[config.mk]
export PLATFORM = sky130hd
export DESIGN_NAME = cdiv_top
export DESIGN_NICKNAME = d
export VERILOG_FILES = /design/src/rtl/cdiv_pkg.sv /design/src/rtl/cdiv_shadow.sv /design/src/rtl/cdiv_count.sv /design/src/rtl/cdiv_wave.sv /design/src/rtl/cdiv_top.sv
export SDC_FILE = /design/constraint.sdc
export NUM_CORES = 1
export LEC_CHECK = 0
export ABC_CLOCK_PERIOD_IN_PS = 58700
export BUFFER_PORTS_ARGS = -buffer_cell sky130_fd_sc_hd__buf_4
export CORE_MARGIN = 5
export CORE_UTILIZATION = 60
export DETAILED_ROUTE_END_ITERATION = 10
export PLACE_DENSITY = 0.8
export SLEW_MARGIN = 20
export SYNTH_ARGS = -nofsm -noshare
export SYNTH_HDL_FRONTEND = slang
export SYNTH_SLANG_ARGS = --single-unit
[constraint.sdc]
create_clock -name clk_i -period 58.7 [get_ports clk_i]
set_input_delay 5.87 -clock clk_i [delete_from_list [all_inputs] [get_ports clk_i]]
set_output_delay 5.87 -clock clk_i [all_outputs]
set_load 0.01 [all_outputs]
[src/rtl/cdiv_pkg.sv]
package cdiv_pkg;

  localparam int unsigned CDIV_W   = 16;
  localparam int unsigned CDIV_DEF = 128;
  localparam int unsigned CDIV_MIN = 2;

  typedef logic [CDIV_W-1:0] cdiv_val_t;

  typedef struct packed {
    cdiv_val_t per;
    cdiv_val_t cmp_a;
    cdiv_val_t cmp_b;
  } cdiv_cfg_t;

  // Settings for a freshly loaded divisor: rise at 0, fall at half period.
  function automatic cdiv_cfg_t cdiv_for_ratio(cdiv_val_t d);
    cdiv_cfg_t c;
    c.per   = (d < CDIV_W'(CDIV_MIN)) ? CDIV_W'(CDIV_MIN) : d;
    c.cmp_a = '0;
    c.cmp_b = c.per >> 1;
    return c;
  endfunction

  // Move x by r (already below per) forward or backward, modulo per.
  function automatic cdiv_val_t cdiv_shift(cdiv_val_t x, cdiv_val_t r,
                                           logic back, cdiv_val_t per);
    logic [CDIV_W:0] s;
    if (back) begin
      if (x >= r) s = {1'b0, x} - {1'b0, r};
      else        s = {1'b0, x} + {1'b0, per} - {1'b0, r};
    end else begin
      s = {1'b0, x} + {1'b0, r};
      if (s >= {1'b0, per}) s = s - {1'b0, per};
    end
    return CDIV_W'(s);
  endfunction

  localparam cdiv_cfg_t CDIV_RST_CFG = cdiv_for_ratio(CDIV_W'(CDIV_DEF));

endpackage

[src/rtl/cdiv_shadow.sv]
module cdiv_shadow
  import cdiv_pkg::*;
#(
  parameter int unsigned STEP_W = CDIV_W
) (
  input  logic              clk_i,
  input  logic              rst_ni,
  input  logic              set_div_i,
  input  cdiv_val_t         div_val_i,
  input  logic              step_i,
  input  logic [STEP_W-1:0] step_val_i,
  output cdiv_cfg_t         pend_o
);

  localparam int unsigned MAG_W = STEP_W + 1;
  localparam int unsigned RED_W = (MAG_W > CDIV_W) ? MAG_W : CDIV_W;

  cdiv_cfg_t         pend_q;
  logic              back;
  logic [MAG_W-1:0]  sx;
  logic [MAG_W-1:0]  mag;
  logic [RED_W-1:0]  mag_w;
  logic [RED_W-1:0]  per_w;
  logic [RED_W-1:0]  red;
  cdiv_val_t         red_n;

  // Magnitude of the signed step, then one remainder by the pending period.
  always_comb begin
    back  = step_val_i[STEP_W-1];
    sx    = {step_val_i[STEP_W-1], step_val_i};
    mag   = back ? (~sx + 1'b1) : sx;
    mag_w = RED_W'(mag);
    per_w = RED_W'(pend_q.per);
    red   = mag_w % per_w;
    red_n = CDIV_W'(red);
  end

  always_ff @(posedge clk_i or negedge rst_ni) begin
    if (!rst_ni) begin
      pend_q <= CDIV_RST_CFG;
    end else if (set_div_i) begin
      pend_q <= cdiv_for_ratio(div_val_i);
    end else if (step_i) begin
      pend_q.cmp_a <= cdiv_shift(pend_q.cmp_a, red_n, back, pend_q.per);
      pend_q.cmp_b <= cdiv_shift(pend_q.cmp_b, red_n, back, pend_q.per);
    end
  end

  assign pend_o = pend_q;

endmodule

[src/rtl/cdiv_count.sv]
module cdiv_count
  import cdiv_pkg::*;
(
  input  logic      clk_i,
  input  logic      rst_ni,
  input  logic      en_i,
  input  logic      start_i,
  input  cdiv_cfg_t pend_i,
  output cdiv_val_t cnt_o,
  output cdiv_cfg_t live_o
);

  cdiv_val_t cnt_q;
  cdiv_cfg_t live_q;
  logic      last;

  assign last = (cnt_q == live_q.per - 1'b1);

  always_ff @(posedge clk_i or negedge rst_ni) begin
    if (!rst_ni) begin
      cnt_q  <= '0;
      live_q <= CDIV_RST_CFG;
    end else if (start_i) begin
      cnt_q  <= '0;
      live_q <= pend_i;
    end else if (en_i) begin
      if (last) begin
        cnt_q  <= '0;
        live_q <= pend_i;
      end else begin
        cnt_q  <= cnt_q + 1'b1;
      end
    end
  end

  assign cnt_o  = cnt_q;
  assign live_o = live_q;

endmodule

[src/rtl/cdiv_wave.sv]
module cdiv_wave
  import cdiv_pkg::*;
(
  input  logic      clk_i,
  input  logic      rst_ni,
  input  logic      en_i,
  input  logic      start_i,
  input  cdiv_val_t cnt_i,
  input  cdiv_cfg_t live_i,
  output logic      wave_o
);

  logic wave_q;

  always_ff @(posedge clk_i or negedge rst_ni) begin
    if (!rst_ni) begin
      wave_q <= 1'b0;
    end else if (start_i) begin
      wave_q <= 1'b0;
    end else if (en_i) begin
      if (cnt_i == live_i.cmp_a)      wave_q <= 1'b1;
      else if (cnt_i == live_i.cmp_b) wave_q <= 1'b0;
    end
  end

  assign wave_o = wave_q;

endmodule

[src/rtl/cdiv_top.sv]
module cdiv_top
  import cdiv_pkg::*;
(
  input  logic              clk_i,
  input  logic              rst_ni,
  input  logic              en_i,
  input  logic              start_i,
  input  logic              set_div_i,
  input  logic [CDIV_W-1:0] div_val_i,
  input  logic              step_i,
  input  logic [CDIV_W-1:0] step_val_i,
  output logic              wave_o,
  output logic [CDIV_W-1:0] count_o
);

  cdiv_cfg_t pend_cfg;
  cdiv_cfg_t live_cfg;
  cdiv_val_t cnt;

  cdiv_shadow #(.STEP_W(CDIV_W)) shadow_i (
    .clk_i      (clk_i),
    .rst_ni     (rst_ni),
    .set_div_i  (set_div_i),
    .div_val_i  (div_val_i),
    .step_i     (step_i),
    .step_val_i (step_val_i),
    .pend_o     (pend_cfg)
  );

  cdiv_count count_i (
    .clk_i   (clk_i),
    .rst_ni  (rst_ni),
    .en_i    (en_i),
    .start_i (start_i),
    .pend_i  (pend_cfg),
    .cnt_o   (cnt),
    .live_o  (live_cfg)
  );

  cdiv_wave wave_i (
    .clk_i   (clk_i),
    .rst_ni  (rst_ni),
    .en_i    (en_i),
    .start_i (start_i),
    .cnt_i   (cnt),
    .live_i  (live_cfg),
    .wave_o  (wave_o)
  );

  assign count_o = cnt;

endmodule

==> impl_results.md, run 1 <==
* Fin crit share at 0.7601
* Mapped cell area at 0.02055 sq mm
* CP max FO at a little under 60
* Clock root cell: clkbuf_16
* CP Data Arrival Time at 44910 ps
* Fillers at about 3000
* Final core utilization at 0.6555
* Fin Setup TNS at 0 ps
* #FFs+latches synth at between 100 and 150
* CTS Hold Bufs at 0
* Die Width at 195.1 microns
* Maxcap violations at 0
* Drt pass-1 iters at 8
* Starting Density at 0.6098
* Detailed placement HPWL at 55.35 mm
* Share of the synthesized area in the top cell type at 0.1729
* Hold Vio Cnt, Final at 0
* GR Overflow Total at 0
* Crit path top cell by count: ha_1
* Hold WC Path Type: flip-flop to flip-flop
* Clock Skews at 11.93 ps
* RSZ-0062 raised after global routing: false
* Met1 WL at 30.19 mm
* Worst setup margin at 14080 ps
* Syn_nets at 2947
* Cts bufs inserted at 17
* R2R depth at 140
* Post-synth EDFFs at 0
* Core area at approximately 0.034 sq mm
* Area delta synth->final at 7.501%
* Synth Instances at 2588
* CTS HTree Levels at 4
* Minimum clock period at 44620 ps
* Largest net degree at the start of global routing at 65
* I/O pin count at 55
* Top_reg_cell synth: dfrtp_1
* Die Ht at 195.1 microns
* Postcts setup bufs at 0
* Type of origin of the critical path: primary input
* Warnings from Yosys at 0
* Top cells by count, synth: ha_1 (284), nor2_1 (206), a21oi_1 (191), nand2_1 (191), xnor2_1 (172)
* Setup crit end kind: flip-flop
* Number of buffers added on ports at 54
* # rows at 67
* Pins Over Slew Limit at 0
* Routed WL at 72.60 mm
* Resize count post-CTS at 0
* CP max-delay cell: clkinv_1
* Clock latency on the worst-skew pair at around 430 ps
* Final net count at 2964
* Place WS at 14240 ps
* Top post-synthesis cells by area: ha_1 (17%), dfrtp_1 (13%), xnor2_1 (7.3%)
* Fraction of registers with async set/reset at 1.000
* Antenna-violating nets left at 0
* Worst-case clock buffer depth at 2
* DRC at 0
* Global-route wire length before repair at about 110 mm
* Outcome: complete, no violations
* Slew @ Worst Pin at approximately 1100 ps
* Met3 Routed Length at 7.245 mm
* Critical Path Max Stage Delay at around 800 ps
* Clk slew on worst S/H paths at about 60 ps
* Die ar. at between 0.03 and 0.04 sq mm
* CTS Sinks at 113
* WL per Instance at 23.66 microns
* Yosys cell types at 91
* Crit Path Category: primary input to flip-flop
* Synth area leader: ha_1
* Hold Path Stages at 2
* Most frequent cell after synthesis: ha_1
* Register area share after synthesis at 0.1378
* CP required at about 60000 ps
* CTS tree: built
* Highest metal used: met5
* RePlAce Congestion at 1.034
* Share of layout cells above drive strength 1 at 0.09778
* Initial DRC count at 2107
* Vias in the first global route at ~20000
* Initial antenna violation count at 4
* Slew Limit Headroom at 0.2214
* Via count at 20720
* Max Clk Rate at 22.41 MHz
* Final setup fails at 0
* Total track usage at 0.3636
* Vias per Instance at 6.754
* DR WL met2 at 31.23 mm
* Average size of a mapped cell at 7.940 sq um
flip-flops by register name, summed over array words and instances, names as in the netlist:
name and flops:
count_i.cnt_o 16, wave_i.wave_o 1, count_i.live_o 48, shadow_i.pend_o 48
routing by layer:
layer,up-vias,track usage
met4,2,0.1663
met2,1073,0.5595
met5,-,0
li1,9591,-
met3,255,0.07531
met1,9799,0.4923
critical path: cells and delay by family:
family                     cells  cell delay, ps
buffers and inverters         10            2760
AOI/OAI and AO/OA             71           18310
adders and majority gates     18            5490
muxes                         11            4330
and+or+nand+nor               31            7830
xor gates and xnor gates       1             190
final timing paths:
| path | endpoint | slack, ps | from |
|---|---|---|---|
| worst max register to register | shadow_i.pend_o[18] | 19790 | shadow_i.pend_o[47] |
| worst min-delay path | count_i.live_o[17] | 510 | count_i.live_o[17] |
| max in group asynchronous | shadow_i.pend_o[4] | 51820 | rst_ni |
| min in group asynchronous | shadow_i.pend_o[9] | 5500 | rst_ni |
| worst max-delay path | shadow_i.pend_o[18] | 14080 | step_val_i[15] |
| worst min register to register | count_i.live_o[17] | 510 | count_i.live_o[17] |
cells by family (layout without fill, tap and decap cells):
family / Yosys count / count (layout) / synth area share
and+or+nand+nor: 776 / 776 / 0.1850
AOI/OAI and AO/OA: 774 / 774 / 0.2477
adders and majority gates: 321 / 321 / 0.2090
xor gates and xnor gates: 260 / 260 / 0.1108
buffers and inverters: 213 / 243 / 0.03988
muxes: 130 / 130 / 0.06959
DFF: 113 / 113 / 0.1378
other: 1 / 3 / 0.0001825
metrics by stage:
| stage | std cells | cell area (sq um) | hold WS, ps |
|---|---|---|---|
| 2_1_floorplan | 2588 | 20550 | 468.9 |
| 3_3_place_gp | 3033 | 21450 | 483.6 |
| 3_5_place_dp | 3033 | 21450 | 497.7 |
| 4_1_cts | 3065 | 22070 | 511.1 |
| 5_1_grt | 3066 | 22090 | 538.4 |
| 6_report | 3068 | 22090 | 507.6 |
placed cells by master, fill, tap and decap left out, drive strengths merged, types with 35 or more instances in the layout:
master	netlist	routed
buf	14	86
mux2	88	88
or3	35	35
nand3	44	44
o21a	55	55
nor2	206	206
inv	123	130
fa	37	37
o211ai	47	47
a21oi	191	191
dfrtp	109	109
nor3	84	84
o21ai	171	171
a21o	65	65
nand2	191	191
xor2	88	88
mux2i	42	42
xnor2	172	172
ha	284	284
nand2b	35	35
cell type report:
class,instances,area [sq um],area share
multi-input cells,2262,16950,0.7672
flip-flops and latches,113,2833,0.1282
well taps,448,560.5,0.02537
diodes,2,5.005,0.0002266
clock inverters,15,196.4,0.008892
clock buffers,17,425.4,0.01926
inverters,125,469.2,0.02124
repair buffers,86,653.1,0.02956
Power of run 1 is left out: the tool's default activity adds up to more than one toggle a clock period on the data nets, which glitch-free logic cannot reach.
==> inputs of run 2 (changes only) <==
Settings changed: ABC_CLOCK_PERIOD_IN_PS 58700 to 45400.
Clock period 58.7 ns to 45.4 ns, I/O delays scaled along.
==> run 2 against run 1 <==
Against the previous run: critical path depth increased by 1; via count rose by 0.52%; worst setup slack worse by 11000 ps; wire length decreased by 0.72%.
==> impl_results.md, run 2 (synthesized netlist as in run 1, its figures left out) <==
* Outcome: complete, no violations
* Critical Path Max Stage Delay at 740 ps (-60 ps)
* Number of buffers added on ports at 54 (unchanged)
* CP required at 45720 ps (-13270 ps)
* Clock root cell: clkbuf_16
* Vias per Instance at 6.791 (+0.55%)
* Cts bufs inserted at 17 (unchanged)
* Crit path top cell by count: ha_1
* Worst setup margin at 2982 ps (-11100 ps)
* Via count at 20828 (+0.52%)
* Max Clk Rate at roughly 24 MHz
* Routed WL at 72.07 mm (-0.72%)
* Register Area at 0.002833 sq mm (unchanged)
* CTS Hold Bufs at 0 (unchanged)
* Clock latency on the worst-skew pair at 430 ps (about the same)
* Area delta synth->final at 7.337%
* Share of layout cells above drive strength 1 at 0.1005 (+0.002674)
* Area of the multi-input gates at 0.01697 sq mm (about the same)
* DRC at 0 (unchanged)
* Type of origin of the critical path: primary input
* Largest net degree at the start of global routing at 69 (+6.2%)
* Hold Vio Cnt, Final at 0 (unchanged)
* Maxcap violations at 0 (unchanged)
* Final net count at 2964 (unchanged)
* Slew Limit Headroom at 0.1892 (-0.03223)
* CP Data Arrival Time at 42740 ps (-2170 ps)
* Total track usage at 0.3619 (-0.001703)
* Worst-case clock buffer depth at 2 (unchanged)
* CP bufs+invs at 11 (+1)
* CTS Sinks at 113 (unchanged)
* Starting Density at 0.6098 (unchanged)
* Minimum clock period at 42420 ps
* Place WS at 1945 ps (-12300 ps)
* CTS HTree Levels at 4 (unchanged)
* I/O pin count at 55 (unchanged)
* Hold WC Path Type: flip-flop to flip-flop
* Detailed placement HPWL at 55.04 mm (-0.56%)
* # rows at 67 (unchanged)
* Finished Cell Area at 0.02206 sq mm (-0.15%)
* Crit path max-delay family: compound AO/OA/AOI/OAI gates
* Clk slew on worst S/H paths at 70 ps (about the same)
* RePlAce Congestion at 1.060 (+2.5%)
* GR Overflow Total at 0 (unchanged)
* Fin crit share at 0.9343
* Core area at 0.03370 sq mm (unchanged)
* Clock Skews at 13.30 ps (+1.374 ps)
* CP max FO at 27 (-53%)
* Vias in the first global route at 19737 (+0.061%)
* Setup crit end kind: flip-flop
* Die ar. at 0.03805 sq mm (unchanged)
* Pins Over Slew Limit at 0 (unchanged)
* Die Ht at 195.1 microns (unchanged)
* Final setup fails at 0 (unchanged)
* Initial DRC count at 2201 (+4.5%)
* Fillers at 2939 (+0.82%)
* RSZ-0062 raised after global routing: false
* CTS tree: built
* WL per Instance at 23.50 microns (-0.69%)
* Fin Setup TNS at 0 ps (unchanged)
* Global-route wire length before repair at 110.2 mm (-0.49%)
* Area after DPL at 0.02143 sq mm (-0.10%)
* Antenna-violating nets left at 0 (unchanged)
* Die Width at 195.1 microns (unchanged)
* CP max-delay cell: or4b_2
* Commonest non-fill, non-tap cell in the layout: ha_1
* Slew @ Worst Pin at 1215 ps (+79.52 ps)
* Initial antenna violation count at 0 (-4)
* Final hold slack at 504.3 ps (-3.362 ps)
* Most frequent cells in the layout: ha_1 (284), nor2_1 (205), a21oi_1 (191)
* Crit Path Category: primary input to flip-flop
* Drt pass-1 iters at 7 (-1)
## run 2: worst paths after layout
path                                     startpoint                  end  slack (ps)  depth (start not counted)
worst min register to register   count_i.live_o[47]   count_i.live_o[47]         500                          2
min in group asynchronous                    rst_ni  shadow_i.pend_o[10]        4160                          1
worst max-delay path                  step_val_i[0]  shadow_i.pend_o[27]        2980                        143
max in group asynchronous                    rst_ni    count_i.live_o[1]       39850                          2
worst max register to register  shadow_i.pend_o[47]  shadow_i.pend_o[27]        7040                        141
worst min-delay path             count_i.live_o[47]   count_i.live_o[47]         500                          2
## run 2: metrics by stage
step / cells / util
global route: 3066 / 0.6545
detailed placement: 3030 / 0.6358
floorplan: 2588 / -
global placement: 3030 / 0.6358
finish: 3067 / 0.6545
CTS: 3062 / 0.6530
## run 2: per-layer routing
metal / GRT usage / vias to the layer above / wire length, microns
met5: 0 / - / 0
met4: 0.1539 / 0 / 3562
met3: 0.06600 / 221 / 7420
met2: 0.5634 / 1144 / 31130
met1: 0.4948 / 9872 / 29960
li1: - / 9591 / -
## run 2: worst min-delay path, stage by stage, from the launching register on
cell	delay [ps]
dfrtp_1	360
nand2_1	50
o21ai_0	60
## run 2: final cells by class
type / count / area share
multi-input cells: 2262 / 0.7691
flip-flops and latches: 113 / 0.1284
repair buffers: 86 / 0.02927
well taps: 448 / 0.02541
inverters: 125 / 0.02144
clock buffers: 17 / 0.01929
clock inverters: 15 / 0.006920
diodes: 1 / 0.0001134
## run 2: timing repair
item | in CTS | in global routing
setup endpoints to repair | 0 | 32
resized for setup | 0 | 5
buffers inserted | 0 | 4
Power of run 2 is left out for the same reason.
